===== src/rtl/stat_pkg.sv =====
package stat_pkg;

  typedef enum logic [1:0] {
    MD_HBLANK = 2'd0,
    MD_VBLANK = 2'd1,
    MD_SEARCH = 2'd2,
    MD_XFER   = 2'd3
  } stat_mode_t;

  // Enable bits as they sit in bits 6:3 of the status byte.
  typedef struct packed {
    logic lyc;
    logic m2;
    logic m1;
    logic m0;
  } stat_en_t;

  // Phase of a dot; the first line after enable has a longer transfer phase.
  function automatic stat_mode_t mode_calc(
    input logic [31:0] dot,
    input logic [31:0] line,
    input logic        first,
    input int unsigned oam,
    input int unsigned xfer,
    input int unsigned extra,
    input int unsigned vstart
  );
    int unsigned xfer_end;
    xfer_end = oam + xfer + (first ? extra : 0);
    if (line >= vstart)        return MD_VBLANK;
    else if (dot < oam)        return MD_SEARCH;
    else if (dot < xfer_end)   return MD_XFER;
    else                       return MD_HBLANK;
  endfunction

endpackage


===== src/rtl/stat_delay.sv =====
module stat_delay #(
  parameter int unsigned W     = 1,
  parameter int unsigned DEPTH = 1
) (
  input  logic         clk,
  input  logic         rst_n,
  input  logic [W-1:0] d,
  output logic [W-1:0] q
);

  generate
    if (DEPTH == 0) begin : g_wire
      assign q = d;
    end else begin : g_pipe
      logic [W-1:0] stg [DEPTH];
      always_ff @(posedge clk or negedge rst_n) begin
        if (!rst_n) begin
          for (int i = 0; i < DEPTH; i++) stg[i] <= '0;
        end else begin
          stg[0] <= d;
          for (int i = 1; i < DEPTH; i++) stg[i] <= stg[i-1];
        end
      end
      assign q = stg[DEPTH-1];
    end
  endgenerate

endmodule


===== src/rtl/stat_timing.sv =====
module stat_timing
  import stat_pkg::*;
#(
  parameter int unsigned LINE_DOTS   = 456,
  parameter int unsigned FRAME_LINES = 154,
  parameter int unsigned VBLANK_LINE = 144,
  parameter int unsigned OAM_DOTS    = 80,
  parameter int unsigned XFER_DOTS   = 172,
  parameter int unsigned FIRST_EXTRA = 2,
  parameter int unsigned DOT_W       = 9,
  parameter int unsigned LINE_W      = 8
) (
  input  logic              clk,
  input  logic              rst_n,
  input  logic              lcd_on,
  output logic [DOT_W-1:0]  dot_q,
  output logic [LINE_W-1:0] line_q,
  output stat_mode_t        mode
);

  logic first_q;
  logic line_end;
  logic frame_end;
  logic in_vblank;

  assign line_end  = (32'(dot_q) == LINE_DOTS - 1);
  assign frame_end = (32'(line_q) == FRAME_LINES - 1);

  always_ff @(posedge clk or negedge rst_n) begin
    if (!rst_n) begin
      dot_q   <= '0;
      line_q  <= '0;
      first_q <= 1'b1;
    end else if (!lcd_on) begin
      dot_q   <= '0;
      line_q  <= '0;
      first_q <= 1'b1;
    end else if (line_end) begin
      dot_q   <= '0;
      first_q <= 1'b0;
      line_q  <= frame_end ? '0 : line_q + 1'b1;
    end else begin
      dot_q <= dot_q + 1'b1;
    end
  end

  assign mode = lcd_on ? mode_calc(32'(dot_q), 32'(line_q), first_q, OAM_DOTS,
                                   XFER_DOTS, FIRST_EXTRA, VBLANK_LINE)
                       : MD_HBLANK;
  assign in_vblank = (mode == MD_VBLANK);

  assert_counter_range_R1: assert property (@(posedge clk) disable iff (!rst_n)
    (32'(dot_q) < LINE_DOTS) && (32'(line_q) < FRAME_LINES));

  assert_vblank_entry_R2: assert property (@(posedge clk) disable iff (!rst_n)
    $rose(in_vblank) |-> (32'(line_q) == VBLANK_LINE) && (dot_q == '0));

endmodule


===== src/rtl/stat_lyc.sv =====
module stat_lyc #(
  parameter int unsigned LINE_W  = 8,
  parameter int unsigned LYC_LAT = 2
) (
  input  logic              clk,
  input  logic              rst_n,
  input  logic              lcd_on,
  input  logic              wr_lyc,
  input  logic [7:0]        wr_data,
  input  logic [LINE_W-1:0] line_q,
  output logic              coin
);

  logic [7:0] lyc_q;
  logic [7:0] lyc_eff;
  logic       hold_q;

  always_ff @(posedge clk or negedge rst_n) begin
    if (!rst_n)      lyc_q <= '0;
    else if (wr_lyc) lyc_q <= wr_data;
  end

  stat_delay #(.W(8), .DEPTH(LYC_LAT)) u_lyc_lag (
    .clk  (clk),
    .rst_n(rst_n),
    .d    (lyc_q),
    .q    (lyc_eff)
  );

  assign coin = lcd_on ? (8'(line_q) == lyc_eff) : hold_q;

  always_ff @(posedge clk or negedge rst_n) begin
    if (!rst_n) hold_q <= 1'b0;
    else        hold_q <= coin;
  end

  assert_flag_frozen_off_R6: assert property (@(posedge clk) disable iff (!rst_n)
    (!lcd_on && $past(!lcd_on)) |-> $stable(coin));

endmodule


===== src/rtl/stat_irq.sv =====
module stat_irq
  import stat_pkg::*;
#(
  parameter int unsigned OAM_DOTS    = 80,
  parameter int unsigned VBLANK_LINE = 144,
  parameter int unsigned EN_LAT      = 1,
  parameter int unsigned DOT_W       = 9,
  parameter int unsigned LINE_W      = 8
) (
  input  logic              clk,
  input  logic              rst_n,
  input  logic              lcd_on,
  input  logic              wr_stat,
  input  logic [7:0]        wr_data,
  input  stat_mode_t        mode,
  input  logic [DOT_W-1:0]  dot_q,
  input  logic [LINE_W-1:0] line_q,
  input  logic              coin,
  output stat_en_t          en_q,
  output logic              sig,
  output logic              sig_prev,
  output logic              irq_q
);

  logic [1:0] late_en;
  logic       c_m0, c_m1, c_m2, c_lyc;

  always_ff @(posedge clk or negedge rst_n) begin
    if (!rst_n)       en_q <= '0;
    else if (wr_stat) en_q <= stat_en_t'(wr_data[6:3]);
  end

  // Vertical-blank and compare enables take effect late.
  stat_delay #(.W(2), .DEPTH(EN_LAT)) u_en_lag (
    .clk  (clk),
    .rst_n(rst_n),
    .d    ({en_q.m1, en_q.lyc}),
    .q    (late_en)
  );

  assign c_m0  = lcd_on && (mode == MD_HBLANK) && en_q.m0;
  assign c_m1  = lcd_on && (mode == MD_VBLANK) && late_en[1];
  assign c_m2  = lcd_on && en_q.m2 && (32'(dot_q) < OAM_DOTS)
                        && (32'(line_q) <= VBLANK_LINE);
  assign c_lyc = coin && late_en[0];
  assign sig   = c_m0 | c_m1 | c_m2 | c_lyc;

  always_ff @(posedge clk or negedge rst_n) begin
    if (!rst_n) begin
      sig_prev <= 1'b0;
      irq_q    <= 1'b0;
    end else begin
      sig_prev <= sig;
      irq_q    <= sig && !sig_prev;
    end
  end

  assert_single_pulse_R3: assert property (@(posedge clk) disable iff (!rst_n)
    irq_q |=> !irq_q);

  assert_no_pulse_when_held_R3: assert property (@(posedge clk) disable iff (!rst_n)
    (sig && sig_prev) |=> !irq_q);

endmodule


===== src/rtl/lcd_stat_irq.sv =====
module lcd_stat_irq
  import stat_pkg::*;
#(
  parameter int unsigned LINE_DOTS   = 456,
  parameter int unsigned FRAME_LINES = 154,
  parameter int unsigned VBLANK_LINE = 144,
  parameter int unsigned OAM_DOTS    = 80,
  parameter int unsigned XFER_DOTS   = 172,
  parameter int unsigned FIRST_EXTRA = 2,
  parameter int unsigned LYC_LAT     = 2,
  parameter int unsigned EN_LAT      = 1
) (
  input  logic       clk,
  input  logic       rst_n,
  input  logic       lcd_on,
  input  logic       wr_stat,
  input  logic       wr_lyc,
  input  logic [7:0] wr_data,
  output logic       irq_pulse,
  output logic [7:0] stat_rd,
  output logic [7:0] line_rd
);

  localparam int unsigned DOT_W  = $clog2(LINE_DOTS);
  localparam int unsigned LINE_W = $clog2(FRAME_LINES);

  logic [DOT_W-1:0]  dot_w;
  logic [LINE_W-1:0] line_w;
  stat_mode_t        mode_w;
  logic              coin_w;
  stat_en_t          en_w;
  logic              sig_w;
  logic              sig_prev_w;

  stat_timing #(
    .LINE_DOTS(LINE_DOTS), .FRAME_LINES(FRAME_LINES), .VBLANK_LINE(VBLANK_LINE),
    .OAM_DOTS(OAM_DOTS), .XFER_DOTS(XFER_DOTS), .FIRST_EXTRA(FIRST_EXTRA),
    .DOT_W(DOT_W), .LINE_W(LINE_W)
  ) u_timing (
    .clk   (clk),
    .rst_n (rst_n),
    .lcd_on(lcd_on),
    .dot_q (dot_w),
    .line_q(line_w),
    .mode  (mode_w)
  );

  stat_lyc #(.LINE_W(LINE_W), .LYC_LAT(LYC_LAT)) u_lyc (
    .clk    (clk),
    .rst_n  (rst_n),
    .lcd_on (lcd_on),
    .wr_lyc (wr_lyc),
    .wr_data(wr_data),
    .line_q (line_w),
    .coin   (coin_w)
  );

  stat_irq #(
    .OAM_DOTS(OAM_DOTS), .VBLANK_LINE(VBLANK_LINE), .EN_LAT(EN_LAT),
    .DOT_W(DOT_W), .LINE_W(LINE_W)
  ) u_irq (
    .clk     (clk),
    .rst_n   (rst_n),
    .lcd_on  (lcd_on),
    .wr_stat (wr_stat),
    .wr_data (wr_data),
    .mode    (mode_w),
    .dot_q   (dot_w),
    .line_q  (line_w),
    .coin    (coin_w),
    .en_q    (en_w),
    .sig     (sig_w),
    .sig_prev(sig_prev_w),
    .irq_q   (irq_pulse)
  );

  assign stat_rd = {1'b1, en_w, coin_w, mode_w};
  assign line_rd = 8'(line_w);

  assert_off_idle_R10: assert property (@(posedge clk) disable iff (!rst_n)
    !lcd_on |-> (stat_rd[1:0] == 2'd0) ##1 (line_rd == 8'd0));

  assert_vblank_search_pulse_R4: assert property (@(posedge clk) disable iff (!rst_n)
    (lcd_on && 32'(line_w) == VBLANK_LINE && dot_w == '0 && en_w.m2 && !sig_prev_w)
      |=> irq_pulse);

endmodule


===== config.mk =====
export PLATFORM = sky130hd
export DESIGN_NAME = lcd_stat_irq
export DESIGN_NICKNAME = d
export VERILOG_FILES = /design/src/rtl/stat_pkg.sv /design/src/rtl/stat_delay.sv /design/src/rtl/stat_timing.sv /design/src/rtl/stat_lyc.sv /design/src/rtl/stat_irq.sv /design/src/rtl/lcd_stat_irq.sv
export SDC_FILE = /design/constraint.sdc
export NUM_CORES = 1
export LEC_CHECK = 0
export BUFFER_PORTS_ARGS = -buffer_cell sky130_fd_sc_hd__buf_2
export CAP_MARGIN = 15
export CORE_MARGIN = 3
export CORE_UTILIZATION = 30
export CTS_BUF_LIST = sky130_fd_sc_hd__clkbuf_4 sky130_fd_sc_hd__clkbuf_8
export DETAILED_ROUTE_END_ITERATION = 16
export PLACE_DENSITY_LB_ADDON = 0.25
export SYNTH_ARGS = -nofsm -noshare
export SYNTH_HDL_FRONTEND = slang
export SYNTH_SLANG_ARGS = --single-unit

===== constraint.sdc =====
create_clock -name clk -period 2.5 [get_ports clk]
set_input_delay 0.5 -clock clk [delete_from_list [all_inputs] [get_ports clk]]
set_output_delay 0.5 -clock clk [all_outputs]
set_load 0.005 [all_outputs]

# --- Yosys cells after proc, flatten, opt, wreduce, memory -nomap -nowiden ---
# Cells that the tools add are included.
# W data, S select, Z words.
word_totals:
  reg_bits: 51
  elab_cells: 53
classes:
  mux: 13
  bitwise_logic: 3
  magnitude_cmp: 4
  n_eq_ne: 5
  n_addsub: 3
  reduce_logical: 11
op_table:
  columns: ["operator", "count"]
  rows:
  - ["$add A8 B32 Y32 const A", 1]
  - ["$lt A9 B32 Y1", 1]
  - ["$mux W8", 3]
  - ["$mux W9", 2]
  - ["$mux W2", 5]
  - ["$add A9 B1 Y9 const B", 1]
  - ["$eq A9 B9 Y1 const B", 1]
  - ["$logic_and A1 B1 Y1", 9]
  - ["$lt A9 B7 Y1 const B", 1]
  - ["$add A8 B1 Y8 const B", 1]
  - ["$eq A8 B8 Y1", 1]
  - ["$eq A8 B8 Y1 const B", 1]
  - ["$ge A8 B8 Y1 const B", 1]
  - ["$le A8 B8 Y1 const B", 1]
  - ["$mux W1", 3]
  - ["$or A1 B1 Y1", 3]
  - ["$eq A2 B1 Y1 const B", 1]
  - ["$logic_not A2 Y1", 1]
  - ["$ne A2 B1 Y1 const B", 1]
  - ["$logic_not A1 Y1", 1]

# --- Longest topological paths before layout ---
logic_depth:
  depth_word: 14
  mapped_depth: 7
  depth_no_buf: 6

# --- Cells and area by module ---
# Synthesis repeated with hierarchy kept, for this count alone.
unflattened:
  hier_cells: 182
  hier_area_um2: 2227.1
modules_own_cells:
  columns: ["module", "cells_each", "n_inst", "area_each_um2"]
  rows:
  - ["stat_timing", 102, 1, 999.7]
  - ["stat_delay at u_lyc.u_lyc_lag", 24, 1, 460.4]
  - ["stat_lyc", 30, 1, 417.9]
  - ["stat_irq", 21, 1, 280.3]
  - ["stat_delay at u_irq.u_en_lag", 2, 1, 50.0]
  - ["lcd_stat_irq", 3, 1, 18.8]

# --- Worst setup path before layout ---
# OpenSTA, ideal clock, no wires.
synth_timing:
  path_type: "reg2reg"
  start: "register u_timing.line_q[1]"
  end: "register u_timing.line_q[6]"
  required_time_ps: 2363
  t_arrival_ps: 1702
  setup_time_ps: 137
  path_buffers: 1
  path_stages_with_launch: 8
  synth_period_minus_slack_ps: 1840
  setup_slack_ps: 660
  path_cell_list: "dfrtp_1 > inv_1 > ha_1 > or4b_1 > o31a_1 > buf_6 > a31oi_1 > a31oi_1"
synth_between:
  elab_chain_cells: 4
synth_lines:
  columns: ["item", "line_no", "rtl"]
  rows:
  - ["start, declared", "stat_timing.sv:17", "output logic [LINE_W-1:0] line_q,"]
  - ["start signal, assigned", "stat_timing.sv:41", "line_q <= frame_end ? '0 : line_q + 1'b1;"]
  - ["$add A8 B1 Y8 or $eq A8 B8 Y1 (tied branches)", "stat_timing.sv:41, stat_timing.sv:27", null]
  - ["$mux W8 *", "stat_timing.sv:41", null]
  - ["$mux W8 *", "stat_timing.sv:38", "end else if (line_end) begin"]
  - ["$mux W8 *", "stat_timing.sv:34", "end else if (!lcd_on) begin"]
# Every way passes the cells marked *; elsewhere a longest branch is shown, timed or not. The select of a mux whose other input is x is not followed.
# A chain may end at the register's enable or synchronous reset.

# --- Worst setup path after layout ---
layout_timing:
  start: "register u_timing.line_q[7]"
  end: "output port stat_rd[2]"
layout_between:
  elab_chain_cells: 2
layout_lines:
  columns: ["item", "line_no", "rtl"]
  rows:
  - ["$eq A8 B8 Y1", "stat_lyc.sv:30", "assign coin = lcd_on ? (8'(line_q) == lyc_eff) : hold_q;"]
  - ["$mux W1", "stat_lyc.sv:30", null]
  - ["end, declared", "lcd_stat_irq.sv:20", "output logic [7:0] stat_rd,"]
# No other way between the ends.

==> flow_metrics.py <==
metrics = {
    "worst_hold_path": {
        "hp-class": "input pin to async pin",
    },
    "global_route": {
        "antenna_found_initial": 0,
        "busiest_layer": "met2",
        "grt_use_total_pct": 10.1,
        "met3_usage_pct": 2.40,
        "grt_pass1_vias": 1408,
        "use_met2_pct": 15.8,
        "grt_overflow": 0,
        "grt_pass1_wl_mm": 6.80,
        "grt_max_degree": 52,
        "use_met1_pct": 13.9,
    },
    "clocking": {
        "root_buffer": "clkbuf_8",
        "path_clk_slew_ps": 90,
        "cts_tree": "yes",
        "clk_path_buf_depth": 2,
        "cts-resized-gates": 0,
        "postCtsHoldBufs": 0,
        "cts_buffers": 5,
        "clkSinkCount": 51,
        "cts_setup_buffers": 0,
        "insertion_delay_ps": 300,
        "htree_levels": 2,
    },
    "floorplanning": {
        "dieArea_mm2": 0.00834,
        "die_height_um": 91.3,
        "die_w_um": 91.3,
        "ios": 30,
        "fp-row-count": 30,
        "initial_core_util_pct": 31.6,
        "core_mm2": 0.00691,
    },
    "setup_path": {
        "cp-start-kind": "register",
        "path_class": "register to primary output",
        "critPathLaunch": "u_timing.line_q[7]",
        "rr_worst_depth": 6,
        "end_kind": "primary output",
        "r2r_start": "u_timing.line_q[1]",
        "r2r_end": "u_timing.line_q[2]",
        "setup.worst_path.end": "stat_rd[2]",
        "cp_max_fo": 7,
        "cp.arrival_ps": 1760,
        "ff2ff_setup_slack_ps": 480,
        "worst_ep_required_time_ps": 2000,
    },
    "timing": {
        "fin_tns_setup_ps": 0,
        "setup_violations": 0,
        "final-hold-violation-count": 0,
        "tightest_slew_ps": 635,
        "finalMaxSlewViolations": 0,
        "timing.final.ws_setup_ps": 242,
        "clock_skew_ps": 5.65,
        "min_period_ps": 2260,
        "slew_headroom_pct": 57.7,
        "grt_setup_unrepaired": "false",
        "period_share_pct": 90.3,
        "fmax_ghz": 0.443,
    },
    "layout": {
        "fin_nets": 227,
        "antenna_cells": 0,
        "layout-drive-gt1-share_pct": 27.5,
        "final_core_util_pct": 36.2,
        "seq_area_mm2": 0.00128,
        "multi_input_area_um2": 811,
        "num-fill-cells": 714,
        "area_growth_pct": 14.4,
    },
    "routing": {
        "drt-wirelength-per-cell_um": 13.1,
        "vias_per_cell": 4.58,
        "dr_total_vias": 1405,
        "firstDrtPassIters": 4,
        "drt_wl_total_mm": 4.01,
        "drtIter0Drc": 50,
        "drc": 0,
        "final_antenna_net_count": 0,
    },
    "placement": {
        "place_congestion": 0.805,
        "dp_hpwl_mm": 2.86,
        "pre_cts_slack_ps": 512,
        "port_buffers": 28,
    },
    "synth": {
        "synthCells": 182,
        "synth_top_area_share_pct": 57.3,
        "netlist_top_cells_count": "50 x dfrtp_1, 14 x xor2_1, 12 x mux2_2, 12 x nand3_1, 12 x nor2_1",
        "synth_most_common_cell": "dfrtp_1",
        "syn_nets": 199,
        "synth.avg_cell_area_um2": 12.0,
        "synth_enable_flop_cells": 0,
        "ys_dominant_reg_cell": "dfrtp_1",
        "async_reset_ff_share_pct": 100,
        "synth_warnings": 0,
        "synthesis.area_mm2": 0.00218,
        "yosysTopAreaCell": "dfrtp_1",
        "synth_cell_types": 43,
        "ys_ff_latch": 51,
        "ys_seq_area_share_pct": 58.5,
        "netlist_top_cells_area": "dfrtp_1 57%, mux2_2 6.2%, xor2_1 5.6%",
    },
    "power": {
        "leakagePower_uw": 0.00116,
        "ir_drop_v": 0.000352,
        "powerDensity_mw_per_mm2": 600,
    },
    "job": {
        "drv_cap": 0,
    },
    "status": {
        "status": "finished clean",
    },
}
-- power by group --
group / switching [uW] / internal [uW] / leakage (uW)
sequential: 27.6 / 879 / 0.000636
combinational: 53.7 / 49.0 / 0.000481
clock: 276 / 212 / 0.0000452
-- layer usage --
metal,vias to the layer above,share of wire [%]
met5,-,0
met4,0,0.57
met3,2,3.4
met1,681,49
met2,32,47
li1,690,-
-- worst max-delay path, cell delays in order, from the launching register on --
cell,delay (ps)
dfrtp_1,480
xor2_1,200
nor4_1,400
a32o_1,260
buf_2,120
-- area by class of cell --
cell class                 count  area share [%]
clock buffer                   6            3.06
timing repair buffer          31            6.51
clock inverter                 2           0.651
sequential                    51            51.2
tap                           96            4.81
inverter                       9            1.35
multi-input combinational    112            32.5
-- stage by stage --
step	total power [uW]	hold slack, ps	instance area [um^2]	cells
final	1500	275	2500	307
after global routing	1570	349	2500	307
after CTS	1530	318	2500	307
after floorplan	976	204	2180	182
after global placement	1030	332	2400	299
after detailed placement	1030	335	2400	299
-- cells by family after synthesis --
| kind of cell | Yosys count | synth area share (%) |
|---|---|---|
| compound gates | 24 | 7.91 |
| xor+xnor | 15 | 6.02 |
| fa+ha+maj | 4 | 2.29 |
| buf+inv | 19 | 4.35 |
| flops | 51 | 58.5 |
| mux | 15 | 7.56 |
| other cells | 1 | 0.172 |
| simple gates | 53 | 13.2 |
-- how the worst min path moves through the flow --
stage	to	slack, ps	cells past startpoint
floorplan	u_irq.en_q[0]	200	0
global placement	u_lyc.u_lyc_lag.q[3]	330	0
detailed placement	u_lyc.u_lyc_lag.q[1]	330	0
CTS	u_lyc.lyc_q[4]	320	2
global route	u_lyc.lyc_q[4]	350	2
finish	u_lyc.lyc_q[4]	280	2
-- flip-flops by register name (all words and copies together) (netlist names), 2 cells and up --
register,count
u_timing.line_q,8
u_irq.en_q,4
u_lyc.u_lyc_lag.g_pipe.stg,8
u_timing.dot_q,9
u_lyc.u_lyc_lag.q,8
u_lyc.lyc_q,8
u_irq.u_en_lag.q,2
-- cells in the final DEF (no fill, tap or decap), drive strengths merged, types with 2 or more instances in the layout --
cell type,n
dfrtp,50
buf,31
xor2,14
nor2,12
nand3,12
mux2,12
inv,10
nand2,7
o21ai,6
clkbuf,6
nand4,5
a31oi,4
ha,4
and3,4
a21boi,4
mux2i,3
nor3,3
o31ai,2
nand3b,2
Note: power is estimated with default switching activity, not from simulation.
